File: src/rtl/sclk_pkg.sv
package sclk_pkg;
  typedef enum logic [1:0] {
    TRM_NORMAL = 2'd0,
    TRM_EDGE   = 2'd1,
    TRM_CENTER = 2'd2,
    TRM_ALT    = 2'd3
  } tr_mode_e;

  localparam int O_RS    = 0;
  localparam int O_CP1   = 1;
  localparam int O_CP2   = 2;
  localparam int O_PHI   = 3;
  localparam int O_REF   = 4;
  localparam int O_SIG   = 5;
  localparam int O_TR1   = 6;
  localparam int O_TR2   = 7;
  localparam int O_CLAMP = 8;
  localparam int N_OUT   = 9;
endpackage

File: src/rtl/sclk_timebase.sv
module sclk_timebase #(
  parameter int PH_W  = 4,
  parameter int PIX_W = 8,
  parameter int XW    = 12
) (
  input  logic             clk,
  input  logic             rst_n,
  input  logic [PH_W-1:0]  pix_last,
  input  logic [PIX_W-1:0] line_last,
  output logic [PH_W-1:0]  phase,
  output logic [PIX_W-1:0] pix,
  output logic [XW-1:0]    ltime
);
  localparam logic [XW-1:0] LT_MAX = '1;

  logic pix_wrap, line_wrap;
  assign pix_wrap  = (phase == pix_last);
  assign line_wrap = pix_wrap && (pix == line_last);

  always_ff @(posedge clk) begin
    if (!rst_n) begin
      phase <= '0;
      pix   <= '0;
      ltime <= '0;
    end else begin
      phase <= pix_wrap ? '0 : phase + 1'b1;
      if (line_wrap)     pix <= '0;
      else if (pix_wrap) pix <= pix + 1'b1;
      if (line_wrap)            ltime <= '0;
      else if (ltime != LT_MAX) ltime <= ltime + 1'b1;
    end
  end
endmodule

File: src/rtl/sclk_pixel_gen.sv
module sclk_pixel_gen #(
  parameter int PH_W  = 4,
  parameter int PIX_W = 8
) (
  input  logic [PH_W-1:0]  phase,
  input  logic [PIX_W-1:0] pix,
  input  logic [PIX_W-1:0] lend_pix,
  input  logic [4*PH_W-1:0] rise_v,  // rs, cp1, cp2, phi
  input  logic [4*PH_W-1:0] fall_v,
  input  logic             cp2_en,
  input  logic [PH_W-1:0]  ref_pos,
  input  logic [PH_W-1:0]  sig_pos,
  input  logic             cds_en,
  output logic [3:0]       pulse,    // rs, cp1, cp2, phi
  output logic             ref_stb,
  output logic             sig_stb,
  output logic             sep_err
);
  localparam int NP = 4;

  logic [NP-1:0] win;
  logic          in_lend;
  logic [PH_W:0] ref_min, sig_eff;

  assign in_lend = (pix >= lend_pix);

  for (genvar i = 0; i < NP; i++) begin : g_win
    assign win[i] = (phase >= rise_v[i*PH_W +: PH_W]) &&
                    (phase <  fall_v[i*PH_W +: PH_W]);
  end

  assign pulse[0] = win[0] && !in_lend;
  assign pulse[1] = win[1] && !in_lend;
  assign pulse[2] = win[2] && !in_lend && cp2_en;
  assign pulse[3] = win[3];

  assign ref_min = {1'b0, ref_pos} + (PH_W+1)'(2);
  assign sep_err = ({1'b0, sig_pos} < ref_min);
  assign sig_eff = sep_err ? ref_min : {1'b0, sig_pos};
  assign ref_stb = cds_en && (phase == ref_pos);
  assign sig_stb = ({1'b0, phase} == sig_eff);
endmodule

File: src/rtl/sclk_line_gen.sv
module sclk_line_gen
  import sclk_pkg::*;
#(
  parameter int PH_W  = 4,
  parameter int PIX_W = 8,
  parameter int XW    = 12,
  parameter int TW    = 6
) (
  input  logic [PIX_W-1:0] pix,
  input  logic [XW-1:0]    ltime,
  input  tr_mode_e         mode,
  input  logic [TW-1:0]    width,
  input  logic [TW-1:0]    guard,
  input  logic [TW-1:0]    tr2_ofs,
  input  logic [PH_W-1:0]  phi_rise,
  input  logic [PH_W-1:0]  phi_fall,
  input  logic [PH_W-1:0]  pix_last,
  input  logic [PIX_W-1:0] ob_first,
  input  logic [PIX_W-1:0] ob_end,
  output logic             tr1,
  output logic             tr2,
  output logic             phi_force,
  output logic             clamp
);
  localparam int LW = XW + 2;

  logic [LW-1:0] t, w, g, per, s1, e1, s2, e2, mid;
  logic          normal;

  assign t      = LW'(ltime);
  assign w      = LW'(width);
  assign g      = LW'(guard);
  assign per    = LW'(pix_last) + LW'(1);
  assign mid    = per + ((LW'(phi_rise) + LW'(phi_fall)) >> 1);
  assign normal = (mode == TRM_NORMAL) || (mode == TRM_ALT);

  always_comb begin
    s2 = g + LW'(tr2_ofs);
    e2 = s2 + w;
    unique case (mode)
      TRM_EDGE: begin
        s1 = LW'(phi_rise);
        e1 = s1 + per;
      end
      TRM_CENTER: begin
        s1 = mid - (per >> 1);
        e1 = s1 + per;
      end
      default: begin
        s1 = g;
        e1 = g + w;
      end
    endcase
  end

  assign tr1       = (t >= s1) && (t < e1);
  assign tr2       = normal ? ((t >= s2) && (t < e2)) : tr1;
  assign phi_force = normal && (t < (w + (g << 1)));
  assign clamp     = (pix >= ob_first) && (pix < ob_end);
endmodule

File: src/rtl/sensor_clk_gen.sv
module sensor_clk_gen
  import sclk_pkg::*;
#(
  parameter int PH_W  = 4,
  parameter int PIX_W = 8,
  parameter int XW    = 12,
  parameter int TW    = 6
) (
  input  logic             clk,
  input  logic             rst_n,
  input  logic [PH_W-1:0]  cfg_pix_last,
  input  logic [PIX_W-1:0] cfg_line_last,
  input  logic [PIX_W-1:0] cfg_lend_pix,
  input  logic [PH_W-1:0]  cfg_rs_rise,
  input  logic [PH_W-1:0]  cfg_rs_fall,
  input  logic [PH_W-1:0]  cfg_cp1_rise,
  input  logic [PH_W-1:0]  cfg_cp1_fall,
  input  logic [PH_W-1:0]  cfg_cp2_rise,
  input  logic [PH_W-1:0]  cfg_cp2_fall,
  input  logic             cfg_cp2_en,
  input  logic [PH_W-1:0]  cfg_phi_rise,
  input  logic [PH_W-1:0]  cfg_phi_fall,
  input  logic [PH_W-1:0]  cfg_ref_pos,
  input  logic [PH_W-1:0]  cfg_sig_pos,
  input  logic             cfg_cds_en,
  input  logic [1:0]       cfg_tr_mode,
  input  logic [TW-1:0]    cfg_tr_width,
  input  logic [TW-1:0]    cfg_tr_guard,
  input  logic [TW-1:0]    cfg_tr2_ofs,
  input  logic [PIX_W-1:0] cfg_ob_first,
  input  logic [PIX_W-1:0] cfg_ob_end,
  input  logic [8:0]       cfg_pol,
  output logic             rs_o,
  output logic             cp1_o,
  output logic             cp2_o,
  output logic             phi1_o,
  output logic             smp_ref_o,
  output logic             smp_sig_o,
  output logic             tr1_o,
  output logic             tr2_o,
  output logic             clamp_o,
  output logic             int_ref_o,
  output logic             sep_err_o
);
  logic [PH_W-1:0]  phase;
  logic [PIX_W-1:0] pix_idx;
  logic [XW-1:0]    ltime;
  logic [3:0]       pulse;
  logic             ref_stb, sig_stb, sep_err;
  logic             tr1, tr2, phi_force, clamp;
  logic [N_OUT-1:0] raw, raw_q, outv;
  logic             int_ref_q, sep_err_q;

  sclk_timebase #(.PH_W(PH_W), .PIX_W(PIX_W), .XW(XW)) u_tb (
    .clk(clk), .rst_n(rst_n), .pix_last(cfg_pix_last),
    .line_last(cfg_line_last), .phase(phase), .pix(pix_idx), .ltime(ltime)
  );

  sclk_pixel_gen #(.PH_W(PH_W), .PIX_W(PIX_W)) u_px (
    .phase(phase), .pix(pix_idx), .lend_pix(cfg_lend_pix),
    .rise_v({cfg_phi_rise, cfg_cp2_rise, cfg_cp1_rise, cfg_rs_rise}),
    .fall_v({cfg_phi_fall, cfg_cp2_fall, cfg_cp1_fall, cfg_rs_fall}),
    .cp2_en(cfg_cp2_en), .ref_pos(cfg_ref_pos), .sig_pos(cfg_sig_pos),
    .cds_en(cfg_cds_en), .pulse(pulse), .ref_stb(ref_stb),
    .sig_stb(sig_stb), .sep_err(sep_err)
  );

  sclk_line_gen #(.PH_W(PH_W), .PIX_W(PIX_W), .XW(XW), .TW(TW)) u_ln (
    .pix(pix_idx), .ltime(ltime), .mode(tr_mode_e'(cfg_tr_mode)),
    .width(cfg_tr_width), .guard(cfg_tr_guard), .tr2_ofs(cfg_tr2_ofs),
    .phi_rise(cfg_phi_rise), .phi_fall(cfg_phi_fall),
    .pix_last(cfg_pix_last), .ob_first(cfg_ob_first), .ob_end(cfg_ob_end),
    .tr1(tr1), .tr2(tr2), .phi_force(phi_force), .clamp(clamp)
  );

  always_comb begin
    raw          = '0;
    raw[O_RS]    = pulse[0];
    raw[O_CP1]   = pulse[1];
    raw[O_CP2]   = pulse[2];
    raw[O_PHI]   = pulse[3] || phi_force;
    raw[O_REF]   = ref_stb;
    raw[O_SIG]   = sig_stb;
    raw[O_TR1]   = tr1;
    raw[O_TR2]   = tr2;
    raw[O_CLAMP] = clamp;
  end

  always_ff @(posedge clk) begin
    if (!rst_n) begin
      raw_q     <= '0;
      int_ref_q <= 1'b0;
      sep_err_q <= 1'b0;
    end else begin
      raw_q     <= raw;
      int_ref_q <= !cfg_cds_en;
      sep_err_q <= sep_err;
    end
  end

  assign outv      = raw_q ^ cfg_pol;
  assign rs_o      = outv[O_RS];
  assign cp1_o     = outv[O_CP1];
  assign cp2_o     = outv[O_CP2];
  assign phi1_o    = outv[O_PHI];
  assign smp_ref_o = outv[O_REF];
  assign smp_sig_o = outv[O_SIG];
  assign tr1_o     = outv[O_TR1];
  assign tr2_o     = outv[O_TR2];
  assign clamp_o   = outv[O_CLAMP];
  assign int_ref_o = int_ref_q;
  assign sep_err_o = sep_err_q;
endmodule

File: config.mk
export PLATFORM = sky130hd
export DESIGN_NAME = sensor_clk_gen
export DESIGN_NICKNAME = d
export VERILOG_FILES = /design/src/rtl/sclk_pkg.sv /design/src/rtl/sclk_timebase.sv /design/src/rtl/sclk_pixel_gen.sv /design/src/rtl/sclk_line_gen.sv /design/src/rtl/sensor_clk_gen.sv
export SDC_FILE = /design/constraint.sdc
export NUM_CORES = 1
export LEC_CHECK = 0
export ABC_AREA = 1
export BUFFER_PORTS_ARGS = -buffer_cell sky130_fd_sc_hd__buf_2
export CORE_ASPECT_RATIO = 1.2
export CORE_MARGIN = 2
export CORE_UTILIZATION = 62
export DETAILED_ROUTE_END_ITERATION = 6
export PLACE_DENSITY = 0.91
export SYNTH_ARGS = -nofsm -noshare
export SYNTH_HDL_FRONTEND = slang
export SYNTH_SLANG_ARGS = --single-unit
File: constraint.sdc
create_clock -name clk -period 6.7 [get_ports clk]
set_input_delay 0.67 -clock clk [delete_from_list [all_inputs] [get_ports clk]]
set_output_delay 0.67 -clock clk [all_outputs]
set_load 0.02 [all_outputs]
==> impl_metrics.py <==
metrics = {
    "synthesis": {
        "ys_seq_area_frac": 0.113,
        "synth-adder-area-share": 0.336,
        "synth_area_leaders": "ha_1, dfxtp_1, inv_1, nand2_1, a21oi_1",
        "synth_top_area_frac": 0.301,
        "ys_ff_latch": 35,
        "synth-simple-area-share": 0.209,
        "yosys.area.top_type": "ha_1",
        "synth-compound-area-share": 0.161,
        "synth_top_family_by_area": "adder cells",
        "netlist_top_cells_count": "inv_1, ha_1, nand2_1",
        "ys_types": 50,
        "synth-async-reset-ratio": 0,
        "yosysWarnings": 0,
        "synth_xor_area_frac": 0.0749,
        "yosys.cell_count.top_type": "inv_1",
        "yosys-mux-area-fraction": 0,
        "synth_edf_count": 0,
        "netlist_area_sq_um": 6200,
        "synthCells": 872,
        "syn_avg_cell_area_sq_um": 7.11,
        "synth_fp_nets": 1141,
        "synthFlopType": "dfxtp_1",
    },
    "critical_path": {
        "cp-start-kind": "input pin",
        "cp-end-kind": "flip-flop",
        "cp_slowest_cell": "fa_1",
        "r2r_end": "u_tb.ltime[2]",
        "crit_arrival_ps": 5150,
        "r2r_setup_slack_ps": 4750,
        "path_max_fanout": 5,
        "critPathKind": "in -> reg",
        "r2r-start": "u_tb.ltime[1]",
        "crit_required_ps": 6870,
        "cp_common_cell": "nand2_1",
        "max_stage_delay_ps": 510,
        "r2r_cells": 6,
    },
    "floorplanning": {
        "initial_core_util": 0.629,
        "die_y_microns": 114,
        "die_area_sq_um": 10800,
        "row_count": 40,
        "die_w_microns": 95.3,
        "core_sq_um": 9860,
        "ios": 120,
    },
    "place": {
        "post-place-ws_ps": 1470,
        "io_buffers": 119,
        "dp_hpwl_microns": 12700,
        "gp_congestion": 0.884,
    },
    "cells_and_area": {
        "antenna_cells": 0,
        "drive_gt1_frac": 0.161,
        "synthToLayoutAreaGrowth_pct": 13.9,
        "fin_nets": 1263,
        "filler_cell_count": 762,
    },
    "clocking": {
        "clock_latency_ps": 280,
        "post_cts_resized": 0,
        "clock_path_buffers": 2,
        "cts_root_buf": "clkbuf_16",
        "cts_tree": "done",
        "numCtsBuffers": 5,
        "cts_max_level": 2,
        "cts.clk_slew.worst_paths_ps": 50,
        "clock_sinks": 35,
        "postCtsSetupRepairBufs": 0,
        "cts.hold.buffers_added": 0,
    },
    "sta": {
        "setup_viol": 0,
        "setup_ws_ps": 1720,
        "finalSetupTns_ps": 0,
        "slew_headroom": 0.594,
        "max_clock_freq_mhz": 201,
        "maxSlewViolCount": 0,
        "hold_viol_final": 0,
        "post-route-period-util": 0.743,
        "tightest_slew_ps": 608,
        "rsz0062_at_grt": "false",
        "finalClockSkew_ps": 3.95,
        "fin_crit_ps": 4980,
    },
    "power": {
        "leakagePower_nw": 3.93,
        "cellPowerDensity_nw_per_um2": 154,
        "ir_drop_v": 0.000129,
    },
    "grt": {
        "overflow": 0,
        "grt_pass1_vias": 6050,
        "antenna_found_initial": 0,
        "grt_use_total": 0.292,
        "grt_pass1_wl_microns": 26000,
        "grt_max_degree": 18,
    },
    "worst_hold_path": {
        "min_from": "u_tb.pix[0]",
        "min_path_cells": 2,
        "min_path_type": "reg -> reg",
        "min_to": "u_tb.pix[0]",
    },
    "detailed_routing": {
        "first_pass_iters": 6,
        "drtIter0Drc": 287,
        "drc": 0,
        "via_per_inst": 5.57,
        "via_count": 6243,
        "wl_per_cell_microns": 13.6,
        "wl_microns": 15300,
        "antenna_left": 0,
    },
    "flow_run": {
        "drv_cap": 0,
    },
    "outcome": {
        "run_status": "finished clean",
    },
}
## cell families after synthesis
logic type | count (synthesis)
compound gates | 166
xor+xnor | 53
fa+ha+maj | 160
buf+inv | 170
flops | 35
simple gates | 288
## critical path, delay by kind of cell
family                   cells  cell delay, ps
XOR/XNOR                     1             160
AO/OA/AOI/OAI                6             920
buffers and inverters        4             270
adder cells (fa/ha/maj)      5            1860
AND/OR/NAND/NOR             18            1260
## per-stage QoR
step,utilization,cells,area (sq um),hold slack (ps),total power (W)
after floorplan,-,872,6200,484,0.000697
after global placement,0.702,1113,6920,518,0.000837
after detailed placement,0.702,1113,6920,534,0.000865
after CTS,0.716,1121,7060,541,0.00109
after global routing,0.716,1121,7060,565,0.00119
final,0.716,1121,7060,540,0.00109
## how the worst max path moves through the flow
stage | startpoint | end | slack (ps) | cells past startpoint
after detailed placement | cfg_phi_rise[2] | raw_q[7] | 1470 | 34
final | cfg_phi_rise[2] | raw_q[7] | 1720 | 34
after floorplan | cfg_phi_rise[0] | raw_q[7] | 2000 | 31
after global placement | cfg_phi_rise[0] | raw_q[7] | 1640 | 32
after CTS | cfg_phi_rise[2] | raw_q[7] | 1740 | 34
after global routing | cfg_phi_rise[2] | raw_q[7] | 1340 | 32
## area by class of cell
type                            count  area (sq um)  area share
Clock buffer                        7           133      0.0188
Clock inverter                      1          5.00    0.000709
Inverter                          166           626      0.0886
Multi-Input combinational cell    667          4840       0.686
Sequential cell                    35           701      0.0992
Tap cell                          126           158      0.0223
Timing Repair Buffer              119           596      0.0844
## power breakdown
part           total (W)  internal (W)  leakage (nW)  switching [W]
clock           0.000220      0.000137        0.0679      0.0000825
sequential      0.000233      0.000217         0.284      0.0000158
combinational   0.000638      0.000257          3.58       0.000380
total            0.00109      0.000612          3.93       0.000479
## placed cells by master (no fill, tap or decap), types with 3 or more instances in the layout
master / n
a21boi_0: 3
a21o_1: 7
a21oi_1: 69
a21oi_2: 5
a31oi_1: 13
buf_2: 119
clkbuf_16: 5
dfxtp_1: 35
fa_1: 11
ha_1: 149
inv_1: 162
inv_2: 3
nand2_1: 149
nand2_2: 4
nand3_1: 29
nand3_2: 3
nand4_1: 14
nor2_1: 55
nor2_2: 8
nor2_4: 3
nor3_1: 11
o2111ai_1: 4
o211ai_1: 9
o21ai_0: 33
o21ai_1: 3
o21bai_1: 3
o221ai_1: 4
xnor2_1: 21
xor2_1: 32
## flip-flops by register name (all words and copies together) (netlist names)
signal and flops:
sep_err_o 1, raw_q 9, int_ref_o 1, u_tb.phase 4
u_tb.ltime 12, u_tb.pix 8
## layer usage
| metal | global-route usage | routed length (microns) | vias to the layer above |
|---|---|---|---|
| met5 | 0 | 0 | - |
| met4 | 0.0734 | 314 | 0 |
| met3 | 0.0277 | 679 | 33 |
| met2 | 0.550 | 7910 | 170 |
| met1 | 0.349 | 6370 | 2869 |
| li1 | - | - | 3171 |
Note: power is estimated with default switching activity, not from simulation.
